==> src/rtl/lit_pkg.sv <==
package lit_pkg;
    localparam int VEC_W        = 8;
    localparam int STATUS_BIT   = 12;
    localparam int MASK_BIT     = 16;
    localparam int PERIODIC_BIT = 17;
    localparam int ENABLE_BIT   = 8;
    localparam int SPUR_KEEP_W  = 10;
    localparam int MAX_SHIFT    = 7;
    localparam int PRESC_W      = MAX_SHIFT;
    localparam logic [31:0] ENTRY_KEEP =
        (32'd1 << PERIODIC_BIT) | (32'd1 << STATUS_BIT) | 32'h0000_00FF;

    // 3-bit divide code from the non-contiguous configuration bits
    function automatic logic [2:0] div_code(input logic [3:0] cfg);
        return {cfg[3], cfg[1], cfg[0]};
    endfunction
endpackage

==> src/rtl/lit_divider.sv <==
module lit_divider
    import lit_pkg::*;
(
    input  logic       clk,
    input  logic       rst_n,
    input  logic       cfg_wr_i,
    input  logic [3:0] cfg_data_i,
    input  logic       restart_i,
    input  logic       run_i,
    output logic       tick_o
);
    typedef struct packed {
        logic [3:0]         cfg;
        logic [PRESC_W-1:0] presc;
    } div_st_t;

    div_st_t st_d, st_q;
    logic [2:0]         shift;
    logic [PRESC_W-1:0] phase_mask;

    always_comb begin
        st_d       = st_q;
        shift      = div_code(st_q.cfg) + 3'd1;
        phase_mask = PRESC_W'((32'd1 << shift) - 32'd1);
        tick_o     = run_i && ((st_q.presc & phase_mask) == phase_mask);
        if (cfg_wr_i)
            st_d.cfg = cfg_data_i;
        if (restart_i)
            st_d.presc = '0;
        else
            st_d.presc = st_q.presc + 1'b1;
    end

    always_ff @(posedge clk) begin
        if (!rst_n)
            st_q <= '0;
        else
            st_q <= st_d;
    end


    back_to_back_tick_chk: assert property (@(posedge clk) disable iff (!rst_n)
        (tick_o && $past(tick_o) && !$past(restart_i) && !$past(cfg_wr_i))
        |-> (div_code(st_q.cfg) == 3'b111));
endmodule

==> src/rtl/lit_counter.sv <==
module lit_counter #(
    parameter int CNT_W = 32
) (
    input  logic             clk,
    input  logic             rst_n,
    input  logic             load_i,
    input  logic [CNT_W-1:0] load_val_i,
    input  logic             tick_i,
    input  logic             periodic_i,
    output logic [CNT_W-1:0] count_o,
    output logic             running_o,
    output logic             expire_o
);
    typedef struct packed {
        logic [CNT_W-1:0] cnt;
        logic [CNT_W-1:0] init;
    } cnt_st_t;

    cnt_st_t st_d, st_q;

    always_comb begin
        st_d     = st_q;
        expire_o = 1'b0;
        if (load_i) begin
            st_d.cnt  = load_val_i;
            st_d.init = load_val_i;
        end else if (tick_i && (st_q.cnt != '0)) begin
            if (st_q.cnt == CNT_W'(1)) begin
                expire_o = 1'b1;
                st_d.cnt = periodic_i ? st_q.init : '0;
            end else begin
                st_d.cnt = st_q.cnt - 1'b1;
            end
        end
    end

    always_ff @(posedge clk) begin
        if (!rst_n)
            st_q <= '0;
        else
            st_q <= st_d;
    end

    assign count_o   = st_q.cnt;
    assign running_o = (st_q.cnt != '0);


    single_step_chk: assert property (@(posedge clk) disable iff (!rst_n)
        (!load_i && !expire_o)
        |=> (count_o == $past(count_o) || count_o == $past(count_o) - 1'b1));

    oneshot_stop_chk: assert property (@(posedge clk) disable iff (!rst_n)
        (expire_o && !periodic_i) |=> (count_o == '0));

    periodic_reload_chk: assert property (@(posedge clk) disable iff (!rst_n)
        (expire_o && periodic_i) |=> (count_o == st_q.init));

    zero_idle_chk: assert property (@(posedge clk) disable iff (!rst_n)
        (count_o == '0 && !load_i) |=> (count_o == '0));
endmodule

==> src/rtl/lit_config.sv <==
module lit_config
    import lit_pkg::*;
#(
    parameter int ENTRIES = 6,
    parameter int SEL_W   = $clog2(ENTRIES)
) (
    input  logic               clk,
    input  logic               rst_n,
    input  logic               spur_wr_i,
    input  logic [31:0]        spur_data_i,
    input  logic               ent_wr_i,
    input  logic [SEL_W-1:0]   ent_sel_i,
    input  logic [31:0]        ent_data_i,
    output logic               sw_en_o,
    output logic               disable_evt_o,
    output logic [31:0]        spur_q_o,
    output logic [31:0]        timer_entry_o,
    output logic [ENTRIES-1:0] masked_o
);
    typedef struct packed {
        logic [SPUR_KEEP_W-1:0] spur;
        logic [31:0]            tfields;
        logic [ENTRIES-1:0]     masks;
    } cfg_st_t;

    cfg_st_t     st_d, st_q;
    logic        eff_en;
    logic [31:0] forced;

    always_comb begin
        st_d          = st_q;
        disable_evt_o = spur_wr_i && !spur_data_i[ENABLE_BIT];
        eff_en        = spur_wr_i ? spur_data_i[ENABLE_BIT] : st_q.spur[ENABLE_BIT];
        forced        = ent_data_i | (eff_en ? 32'd0 : (32'd1 << MASK_BIT));
        if (spur_wr_i) begin
            st_d.spur = spur_data_i[SPUR_KEEP_W-1:0];
            if (disable_evt_o)
                st_d.masks = '1;
        end
        if (ent_wr_i) begin
            for (int e = 0; e < ENTRIES; e++) begin
                if (int'(ent_sel_i) == e)
                    st_d.masks[e] = forced[MASK_BIT];
            end
            if (ent_sel_i == '0)
                st_d.tfields = forced & ENTRY_KEEP;
        end
    end

    always_ff @(posedge clk) begin
        if (!rst_n) begin
            st_q.spur    <= '0;
            st_q.tfields <= '0;
            st_q.masks   <= '1;
        end else begin
            st_q <= st_d;
        end
    end

    assign sw_en_o       = st_q.spur[ENABLE_BIT];
    assign spur_q_o      = 32'(st_q.spur);
    assign masked_o      = st_q.masks;
    assign timer_entry_o = st_q.tfields | (32'(st_q.masks[0]) << MASK_BIT);


    disabled_all_masked_chk: assert property (@(posedge clk) disable iff (!rst_n)
        !sw_en_o |-> (&masked_o));

    forced_mask_chk: assert property (@(posedge clk) disable iff (!rst_n)
        (ent_wr_i && !spur_wr_i && !sw_en_o && int'(ent_sel_i) < ENTRIES)
        |=> masked_o[$past(ent_sel_i)]);
endmodule

==> src/rtl/local_irq_timer.sv <==
module local_irq_timer
    import lit_pkg::*;
#(
    parameter int CNT_W   = 32,
    parameter int ENTRIES = 6,
    parameter int SEL_W   = $clog2(ENTRIES)
) (
    input  logic               clk,
    input  logic               rst_n,
    input  logic               init_wr,
    input  logic [CNT_W-1:0]   init_data,
    input  logic               div_wr,
    input  logic [3:0]         div_data,
    input  logic               spur_wr,
    input  logic [31:0]        spur_data,
    input  logic               ent_wr,
    input  logic [SEL_W-1:0]   ent_sel,
    input  logic [31:0]        ent_data,
    output logic [CNT_W-1:0]   cur_count,
    output logic [31:0]        timer_entry,
    output logic [ENTRIES-1:0] entry_masked,
    output logic [31:0]        spur_q,
    output logic               irq_valid,
    output logic [VEC_W-1:0]   irq_vector
);
    typedef struct packed {
        logic             valid;
        logic [VEC_W-1:0] vec;
    } irq_st_t;

    irq_st_t irq_d, irq_q;
    logic    sw_en, disable_evt, running, tick, expire;

    lit_config #(.ENTRIES(ENTRIES), .SEL_W(SEL_W)) u_cfg (
        .clk           (clk),
        .rst_n         (rst_n),
        .spur_wr_i     (spur_wr),
        .spur_data_i   (spur_data),
        .ent_wr_i      (ent_wr),
        .ent_sel_i     (ent_sel),
        .ent_data_i    (ent_data),
        .sw_en_o       (sw_en),
        .disable_evt_o (disable_evt),
        .spur_q_o      (spur_q),
        .timer_entry_o (timer_entry),
        .masked_o      (entry_masked)
    );

    lit_divider u_div (
        .clk        (clk),
        .rst_n      (rst_n),
        .cfg_wr_i   (div_wr),
        .cfg_data_i (div_data),
        .restart_i  (init_wr),
        .run_i      (running),
        .tick_o     (tick)
    );

    lit_counter #(.CNT_W(CNT_W)) u_cnt (
        .clk        (clk),
        .rst_n      (rst_n),
        .load_i     (init_wr),
        .load_val_i (init_data),
        .tick_i     (tick),
        .periodic_i (timer_entry[PERIODIC_BIT]),
        .count_o    (cur_count),
        .running_o  (running),
        .expire_o   (expire)
    );

    always_comb begin
        irq_d.valid = expire && sw_en && !entry_masked[0] && !disable_evt;
        irq_d.vec   = timer_entry[VEC_W-1:0];
    end

    always_ff @(posedge clk) begin
        if (!rst_n)
            irq_q <= '0;
        else
            irq_q <= irq_d;
    end

    assign irq_valid  = irq_q.valid;
    assign irq_vector = irq_q.vec;


    irq_gate_chk: assert property (@(posedge clk) disable iff (!rst_n)
        irq_valid |-> $past(expire && sw_en && !entry_masked[0]));

    irq_vector_chk: assert property (@(posedge clk) disable iff (!rst_n)
        irq_valid |-> (irq_vector == $past(timer_entry[VEC_W-1:0])));

    disable_drop_chk: assert property (@(posedge clk) disable iff (!rst_n)
        disable_evt |=> !irq_valid);
endmodule

==> config.mk <==
export PLATFORM = sky130hd
export DESIGN_NAME = local_irq_timer
export DESIGN_NICKNAME = d
export VERILOG_FILES = /design/src/rtl/lit_pkg.sv /design/src/rtl/lit_divider.sv /design/src/rtl/lit_counter.sv /design/src/rtl/lit_config.sv /design/src/rtl/local_irq_timer.sv
export SDC_FILE = /design/constraint.sdc
export NUM_CORES = 1
export LEC_CHECK = 0
export BUFFER_PORTS_ARGS = -buffer_cell sky130_fd_sc_hd__buf_2
export CORE_ASPECT_RATIO = 1.2
export CORE_MARGIN = 2
export CORE_UTILIZATION = 49
export DETAILED_ROUTE_END_ITERATION = 12
export PLACE_DENSITY = 0.81
export SYNTH_ARGS = -nofsm -noshare
export SYNTH_HDL_FRONTEND = slang
export SYNTH_SLANG_ARGS = --single-unit
==> constraint.sdc <==
create_clock -name clk -period 7.4 [get_ports clk]
set_clock_uncertainty 0.05 [all_clocks]
set_input_delay 0.74 -clock clk [delete_from_list [all_inputs] [get_ports clk]]
set_output_delay 0.74 -clock clk [all_outputs]
set_load 0.01 [all_outputs]
==> results.toml, run 1 <==
[timing]
max_slew_margin_pct = 28.4
slew_violations = 0
period_share_pct = 50.5
rsz0062_at_grt = "no"
period_needed_ps = 3730
timing.setup.tns_ps = 0
whs_ps = 414
setup_viol = 0
worstMarginPinSlew_ps = 1070
fmax_mhz = 268
finalHoldViolCount = 0

[detailed_routing]
drtPass1Iterations = 5
dr.first_iter.drc_count = 384
wl_per_cell_um = 15.6
viasPerCell = 5.46
drc = 0
wirelength_mm = 15.0
routed-via-count = 5276
drtAntennaViolNets = 0

[synthesis]
syn_avg_cell_area_sq_um = 8.36
ys_warn_count = 0
synthArstFlopShare_pct = 0
yosysTopAreaCell = "dfxtp_1"
synth_flop_cell = "dfxtp_1"
syn_area_sq_um = 6150
synth_edf_count = 0
synth_most_common_cell = "dfxtp_1"
syn_inst = 736
synth-seq-cells = 109
netlist_top_cells_area = "dfxtp_1 35%, buf_4 11%, mux2i_1 6.7%"
synthDominantCellAreaShare_pct = 35.5
ys_top_cells_by_count = "109 x dfxtp_1, 89 x buf_4, 75 x nand2_1"
synth_cell_type_count = 67
yosysSeqAreaShare_pct = 35.5

[clock_tree]
cts_setup_buffers = 0
cts_hold_buf = 0
htreeDepth = 3
cts_buffers = 9
tritoncts = "yes"
cts_root_buf = "clkbuf_16"
cts_sinks = 109
clk_latency_ps = 350
ctsResizeCount = 0
clkSlewWorstSetupHoldPaths_ps = 70
clockBufferDepth = 2

[power_and_ir_drop]
switching_share_pct = 30.1
clockPowerShare_pct = 33.9
power_per_cell_area_nw_per_um2 = 202
finalPower_mw = 1.34
p_leak_nw = 2.85
power_switching_uw = 404
combPwrFrac_pct = 18.0
ir_worst_vdd_mv = 0.0976
intPower_uw = 939
seqPwrFrac_pct = 48.1

[place]
dp_hpwl_mm = 10.5
portBuffers = 132
gp_congestion = 0.879

[floorplanning]
start_util_pct = 50.6
fp.dieArea_sq_um = 13500
die_x_um = 106
fp.dieH_um = 127
rows = 44
num_io_pins = 220
core_sq_um = 12200

[cells_and_area]
nFillCells = 1151
drive_gt1_share_pct = 21.5
antenna_cells = 0
nets = 913
multiInputGateArea_sq_um = 3260
syn2layout_area_growth_pct = 8.27
seqCellArea_sq_um = 2180

[setup_path]
cp.arrival_ps = 3930
endpoint_kind = "flop"
cp-start-kind = "flop"
cp.required_ps = 7590
path_class = "reg -> reg"
crit_path_max_fanout = 11

[grt]
grt_pass1_vias = 4851
grt_pass1_wl_mm = 23.9
gr-total-overflow = 0
grt_max_degree = 97
grt_use_total_pct = 22.1
antenna_found_initial = 0

[hold_path]
holdCritPathClass = "reg -> reg"

[run_status]
status = "finished clean"

[job]
cap_viol_max_count = 0
[power groups by stage]
stage | clock [mW] | sequential, mW | combinational (mW)
after global routing | 0.493 | 0.650 | 0.267
final | 0.456 | 0.646 | 0.241
after CTS | 0.465 | 0.645 | 0.240
after global placement | 0 | 0.657 | 0.236
after floorplan | 0 | 0.651 | 0.204
after detailed placement | 0 | 0.659 | 0.238
[layout make-up]
| cell class | instances | share of cell area [%] |
|---|---|---|
| Multi-Input combinational cell | 531 | 48.9 |
| Clock inverter | 7 | 0.789 |
| Clock buffer | 9 | 3.38 |
| Sequential cell | 109 | 32.7 |
| Inverter | 12 | 0.676 |
| Tap cell | 161 | 3.02 |
| Timing Repair Buffer | 137 | 10.5 |
[logic make-up after synthesis]
group	Yosys count	synth area share, %
other	1	0.0609
flip-flops	109	35.5
adder cells (fa/ha/maj)	4	0.813
XOR/XNOR	12	1.71
multiplexers	43	7.03
AND/OR/NAND/NOR	264	22.6
AO/OA/AOI/OAI	165	18.2
buffers and inverters	138	14.1
[routing by layer]
layer	up-vias	routed length (um)	track usage [%]	part of all wire [%]
li1	2601	-	-	-
met4	0	397	8.75	2.6
met2	230	7190	37.1	48
met3	35	1010	4.83	6.7
met1	2410	6450	27.3	43
met5	-	0	0	0
[path summary, 6_finish.rpt]
path | start | endpoint | slack (ps) | cells after the start
worst min-delay path | u_div.st_q[0]$_SDFF_PP0_ | u_div.st_q[0]$_SDFF_PP0_ | 410 | 1
worst min register to register | u_div.st_q[0]$_SDFF_PP0_ | u_div.st_q[0]$_SDFF_PP0_ | 410 | 1
worst max-delay path | u_cnt.count_o[10]$_SDFFE_PN0P_ | u_cnt.count_o[27]$_SDFFE_PN0P_ | 3670 | 7
worst max register to register | u_cnt.count_o[10]$_SDFFE_PN0P_ | u_cnt.count_o[27]$_SDFFE_PN0P_ | 3670 | 7
[state kept, by name (all words and copies together) (netlist names)]
register and cells:
u_cnt.count_o 32, u_cnt.st_q 32, u_div.st_q 10, irq_vector 8, u_cfg.st_q 10, u_cfg.masked_o 6
u_cfg.spur_q_o 10, irq_valid 1
[worst max-delay path: stages, from the launching register on]
cell and delay (ps):
dfxtp_1 370, nor4_1 720, nand3_1 490, nor4_2 1040
nor2_1 240, and3b_1 260, a221o_1 260, a32o_1 200
[through the flow]
step	cells	setup WS, ps	instance area (sq um)	utilization (%)
floorplan	778	4750	6310	-
global placement	950	3820	6390	52.5
detailed placement	950	3780	6390	52.5
CTS	966	3770	6660	54.8
global route	966	3540	6660	54.8
finish	966	3670	6660	54.8
[cell usage in the layout, fill, tap and decap left out, types with 5 or more instances in the layout]
cell type	n
o21ai_0	37
and2_1	10
and3_1	10
o211ai_1	8
nand3_1	24
nand2_1	75
nor3_1	16
a32o_1	5
a21boi_0	18
a211oi_1	9
a21oi_1	26
mux2i_1	41
o21ai_1	5
buf_4	5
clkbuf_16	9
nor2b_1	42
dfxtp_1	109
nor4_1	14
nor2_1	40
buf_2	132
conb_1	43
inv_1	11
xnor2_1	9
a22oi_1	5
nor3b_1	5
a31oi_1	14
nand4_1	5
No activity file was read; power rests on OpenSTA's default activity.
==> run 2: changes to the inputs <==
- CORE_UTILIZATION: 49 -> 46
- PLACE_DENSITY: 0.81 -> 0.8
- clock period: 7.4 -> 3.3 ns (I/O delays scaled with it)
==> run 2 against run 1 <==
  * Sequential power rose by 120%
  * Critical path depth did not move
  * Critical path type unchanged
  * Highest routed layer unchanged
  * Die area grew 6.3%
  * Register-to-register slack worse by 3400 ps
==> results.toml, run 2 (synthesized netlist as in run 1, its figures left out) <==
[timing]
finalHoldViolCount = 0
fmax_mhz = 327
period_share_pct = 92.8
fin_ws_ps = 238
slew_violations = 0
worstMarginPinSlew_ps = 668
period_needed_ps = 3060
timing.setup.tns_ps = 0
rsz0062_at_grt = "no"
setup_viol = 0
max_slew_margin_pct = 55.2

[setup_path]
regToRegStartpoint = "u_cnt.count_o[21]$_SDFFE_PN0P_"
r2r_slack_ps = 240
regToRegEndpoint = "u_cnt.count_o[6]$_SDFFE_PN0P_"
cp.arrival_ps = 3250
cp_top_family = "simple AND/OR/NAND/NOR gates"
crit_path_max_fanout = 8
critPathMaxStageDelay_ps = 620
cp-start-kind = "flop"
endpoint_kind = "flop"
cp_slowest_cell = "or4_1"
path_class = "reg -> reg"
path_cells = "or4_4 -> or4_1 -> nor4_4 -> nand3_4 -> a21oi_4 -> nor2b_2 -> a32o_1"
cp.required_ps = 3490
r2r_cells = 7
path_buf_inv = 0

[hold_path]
hold_end = "u_cfg.st_q[7]$_SDFFE_PN0P_"
holdCritPathClass = "in -> reg"
min_from = "ent_data[1]"
whs_path_depth = 3

[grt]
grt_max_degree = 60
antenna_found_initial = 0
grt_pass1_wl_mm = 24.2
gr-total-overflow = 0
grt_pass1_vias = 4911
grt_use_total_pct = 21.4

[detailed_routing]
viasPerCell = 5.44
drtPass1Iterations = 6
dr.first_iter.drc_count = 347
drc = 0
routed-via-count = 5415
wl_per_cell_um = 15.7
drtAntennaViolNets = 0
wirelength_mm = 15.6

[power_and_ir_drop]
power_per_cell_area_nw_per_um2 = 468
ir_worst_vdd_mv = 0.272
p_leak_nw = 2.99

[floorplanning]
start_util_pct = 46.9
fp.dieArea_sq_um = 14300
num_io_pins = 220
core_sq_um = 13100
rows = 46
fp.dieH_um = 131
die_x_um = 110

[clock_tree]
cts_sinks = 109
cts_hold_buf = 0
clk_latency_ps = 360
clockBufferDepth = 2
cts_buffers = 9
clkSlewWorstSetupHoldPaths_ps = 70
htreeDepth = 3
ctsResizeCount = 0
tritoncts = "yes"
cts_setup_buffers = 0
cts_root_buf = "clkbuf_16"

[place]
dp_slack_ps = 324
dp_hpwl_mm = 11.4
gp_congestion = 0.921
portBuffers = 132

[cells_and_area]
antenna_cells = 0
layout_common_cells = "132 x buf_2, 109 x dfxtp_1, 75 x nand2_1"
multiInputGateArea_sq_um = 3260
layout_commonest_cell = "buf_2"
drive_gt1_share_pct = 23.3
nFillCells = 1257
seqCellArea_sq_um = 2180
nets = 935
syn2layout_area_growth_pct = 11.9

[job]
cap_viol_max_count = 0

[run_status]
status = "finished clean"
run 2: how the worst max path moves through the flow:
stage                                         startpoint                            end  slack [ps]  depth (start not counted)
after detailed placement  u_cnt.count_o[21]$_SDFFE_PN0P_  u_cnt.count_o[6]$_SDFFE_PN0P_         320                          7
after floorplan           u_cnt.count_o[20]$_SDFFE_PN0P_  u_cnt.count_o[1]$_SDFFE_PN0P_         650                          9
after global routing      u_cnt.count_o[21]$_SDFFE_PN0P_  u_cnt.count_o[6]$_SDFFE_PN0P_         160                          7
final                     u_cnt.count_o[21]$_SDFFE_PN0P_  u_cnt.count_o[6]$_SDFFE_PN0P_         240                          7
after CTS                 u_cnt.count_o[21]$_SDFFE_PN0P_  u_cnt.count_o[6]$_SDFFE_PN0P_         290                          7
after global placement    u_cnt.count_o[21]$_SDFFE_PN0P_  u_cnt.count_o[5]$_SDFFE_PN0P_         350                          7
run 2: stage by stage:
| stage | power [mW] | cells | hold slack, ps | area, sq um | utilization, % |
|---|---|---|---|---|---|
| after floorplan | 1.92 | 778 | 372 | 6310 | - |
| after global placement | 2.03 | 979 | 399 | 6560 | 50.0 |
| after detailed placement | 2.05 | 979 | 404 | 6560 | 50.0 |
| after CTS | 3.23 | 995 | 167 | 6890 | 52.5 |
| after global routing | 3.36 | 995 | 185 | 6890 | 52.5 |
| final | 3.22 | 995 | 167 | 6890 | 52.5 |
run 2: worst register-to-register path: cells and delay by family, from the launching register on:
family | cells | cell delay [ps]
flip-flops | 1 | 360
AND/OR/NAND/NOR | 5 | 1930
AO/OA/AOI/OAI | 2 | 630
run 2: per-layer routing:
layer | vias to the layer above | routed length [um] | global-route usage [%] | part of all wire (%)
li1 | 2643 | - | - | -
met1 | 2514 | 6510 | 26.5 | 42
met2 | 226 | 7650 | 36.9 | 49
met3 | 32 | 1080 | 3.72 | 6.9
met4 | 0 | 397 | 8.04 | 2.5
met5 | - | 0 | 0 | 0
run 2: final cells by class:
| cell class | instances | share of cell area (%) |
|---|---|---|
| repair buffers | 159 | 12.5 |
| clock buffers | 13 | 3.78 |
| clock inverters | 3 | 0.981 |
| well taps | 168 | 3.05 |
| multi-input cells | 531 | 47.3 |
| flip-flops and latches | 109 | 31.7 |
| inverters | 12 | 0.654 |
run 2: power by group:
part	switching, mW	internal [mW]	total [mW]
logic	0.341	0.236	0.577
registers	0.0662	1.38	1.45
clock network	0.490	0.708	1.20
==> run 3: changes to the inputs <==
- ABC_AREA: default -> 1
- PLACE_DENSITY: 0.8 -> 0.79
==> run 3 against run 2 <==
  * Power fell by 0.61%
  * Count of clock-buffer cells in the layout shrank 4
  * Cell count up 27%
  * Wire length is 4.1% higher
  * Register-to-register slack better by 690 ps
  * Largest power group unchanged
  * Sequential cell count stayed put
  * Synthesized cell count grew 38%
  * Setup slack better by 690 ps
==> results.toml, run 3 <==
[timing]
fmax_mhz = 422
slew_violations = 0
max_slew_margin_pct = 43.7
worstMarginPinSlew_ps = 844
rsz0062_at_grt = "no"
period_share_pct = 71.8
period_needed_ps = 2370
setup_viol = 0
finalHoldViolCount = 0
fin_ws_ps = 930
timing.setup.tns_ps = 0

[power_and_ir_drop]
seqPwrFrac_pct = 45.6
power_switching_mw = 1.05
p_leak_nw = 3.56
intPower_mw = 2.15
power_per_cell_area_nw_per_um2 = 453
switching_share_pct = 32.9
ir_worst_vdd_mv = 0.349
finalPower_mw = 3.20
combPwrFrac_pct = 20.6
clockPowerShare_pct = 33.7

[grt]
grt_pass1_wl_mm = 26.5
gr-total-overflow = 0
grt_pass1_vias = 5656
grt_use_total_pct = 21.4
antenna_found_initial = 0
grt_max_degree = 68

[clock_tree]
cts_hold_buf = 0
clkSlewWorstSetupHoldPaths_ps = 80
clk_latency_ps = 370
clockBufferDepth = 2
tritoncts = "yes"
ctsResizeCount = 0
cts_sinks = 109
htreeDepth = 3
cts_root_buf = "clkbuf_16"
cts_buffers = 9
cts_setup_buffers = 0

[setup_path]
cp.arrival_ps = 2620
crit_path_max_fanout = 24
regToRegStartpoint = "u_cnt.count_o[0]$_SDFFE_PN0P_"
endpoint_kind = "flop"
cp.required_ps = 3550
cp-start-kind = "flop"
path_class = "reg -> reg"
crit_path_start = "u_cnt.count_o[0]$_SDFFE_PN0P_"

[synthesis]
synth_cell_type_count = 38
synth_flop_cell = "dfxtp_1"
synth_edf_count = 0
synth-seq-cells = 109
syn_avg_cell_area_sq_um = 6.40
netlist_top_cells_area = "dfxtp_1 34%, nand2_1 16%, buf_4 10%"
syn_inst = 1014
yosysSeqAreaShare_pct = 33.6
synthDominantCellAreaShare_pct = 33.6
yosysTopAreaCell = "dfxtp_1"
synthArstFlopShare_pct = 0
synth_most_common_cell = "nand2_1"
ys_warn_count = 0
ys_top_cells_by_count = "271 x nand2_1, 158 x nor2_1, 109 x dfxtp_1"
syn_area_sq_um = 6490

[cells_and_area]
instances_no_fill = 1264
seqCellArea_sq_um = 2180
final_util_pct = 51.1
layout_commonest_cell = "nand2_1"
layout_common_cells = "271 x nand2_1, 158 x nor2_1, 132 x buf_2"
syn2layout_area_growth_pct = 8.87
multiInputGateArea_sq_um = 3300
nFillCells = 1427
antenna_cells = 0
nets = 1201
drive_gt1_share_pct = 17.5

[detailed_routing]
routed-via-count = 6168
wirelength_mm = 16.3
drtPass1Iterations = 5
dr.first_iter.drc_count = 342
drc = 0
viasPerCell = 4.88
wl_per_cell_um = 12.9
drtAntennaViolNets = 0

[floorplanning]
core_sq_um = 13800
start_util_pct = 47.0
fp.dieArea_sq_um = 15100
die_x_um = 112
fp.dieH_um = 134
rows = 47
num_io_pins = 220

[place]
gp_congestion = 0.946
dp_slack_ps = 953
portBuffers = 132
placed_cells = 1248
dp_hpwl_mm = 12.2

[hold_path]
holdCritPathClass = "in -> reg"
min_from = "spur_data[7]"

[run_status]
status = "finished clean"

[job]
cap_viol_max_count = 0
## run 3: power groups by stage
stage	combinational, mW	clock (mW)	sequential (mW)
floorplan	0.559	0	1.48
global placement	0.644	0	1.49
detailed placement	0.655	0	1.49
CTS	0.659	1.10	1.46
global route	0.754	1.15	1.47
finish	0.661	1.08	1.46
## run 3: routing by layer
layer / share of wire [%] / GRT usage [%] / vias to the layer above / routed length (um)
li1: - / - / 3211 / -
met1: 43 / 26.8 / 2744 / 7060
met2: 48 / 36.8 / 190 / 7800
met3: 7.1 / 5.15 / 23 / 1150
met4: 1.6 / 6.23 / 0 / 266
met5: 0 / 0 / - / 0
## run 3: worst max-delay path, stage by stage (launching register included)
cell	delay [ps]
dfxtp_1	340
inv_1	100
ha_1	300
inv_2	70
nor2_1	170
nand4_1	170
nor2_2	150
nand2_2	80
nand3_4	210
nand2_4	260
inv_6	220
nor2_1	70
nor2_1	90
## run 3: final cells by class
type,count,share of cell area (%)
inverters,98,5.28
well taps,171,3.03
clock inverters,7,0.956
flip-flops and latches,109,30.9
repair buffers,138,9.99
multi-input cells,732,46.7
clock buffers,9,3.19
## run 3: final timing paths
check	slack [ps]	depth (start not counted)	endpoint
setup / recovery	930	12	u_cnt.count_o[12]$_SDFFE_PN0P_
hold / removal	130	3	u_cfg.spur_q_o[7]$_SDFFE_PN0P_
setup reg to reg	930	12	u_cnt.count_o[12]$_SDFFE_PN0P_
hold reg to reg	390	2	irq_vector[3]$_SDFF_PN0_
## run 3: cells by family (layout without fill, tap and decap cells)
group | count (synthesis) | in the layout | share of synthesized area (%)
AO/OA/AOI/OAI | 130 | 130 | 11.0
buffers and inverters | 215 | 252 | 18.0
flip-flops | 109 | 109 | 33.6
other | 1 | 43 | 0.0578
adder cells (fa/ha/maj) | 4 | 4 | 0.771
AND/OR/NAND/NOR | 545 | 545 | 35.2
XOR/XNOR | 10 | 10 | 1.35
## run 3: per-stage QoR
step	hold slack (ps)	area, sq um
after floorplan	371	6650
after detailed placement	380	6770
after global placement	375	6770
after global routing	131	7070
final	132	7070
after CTS	123	7070
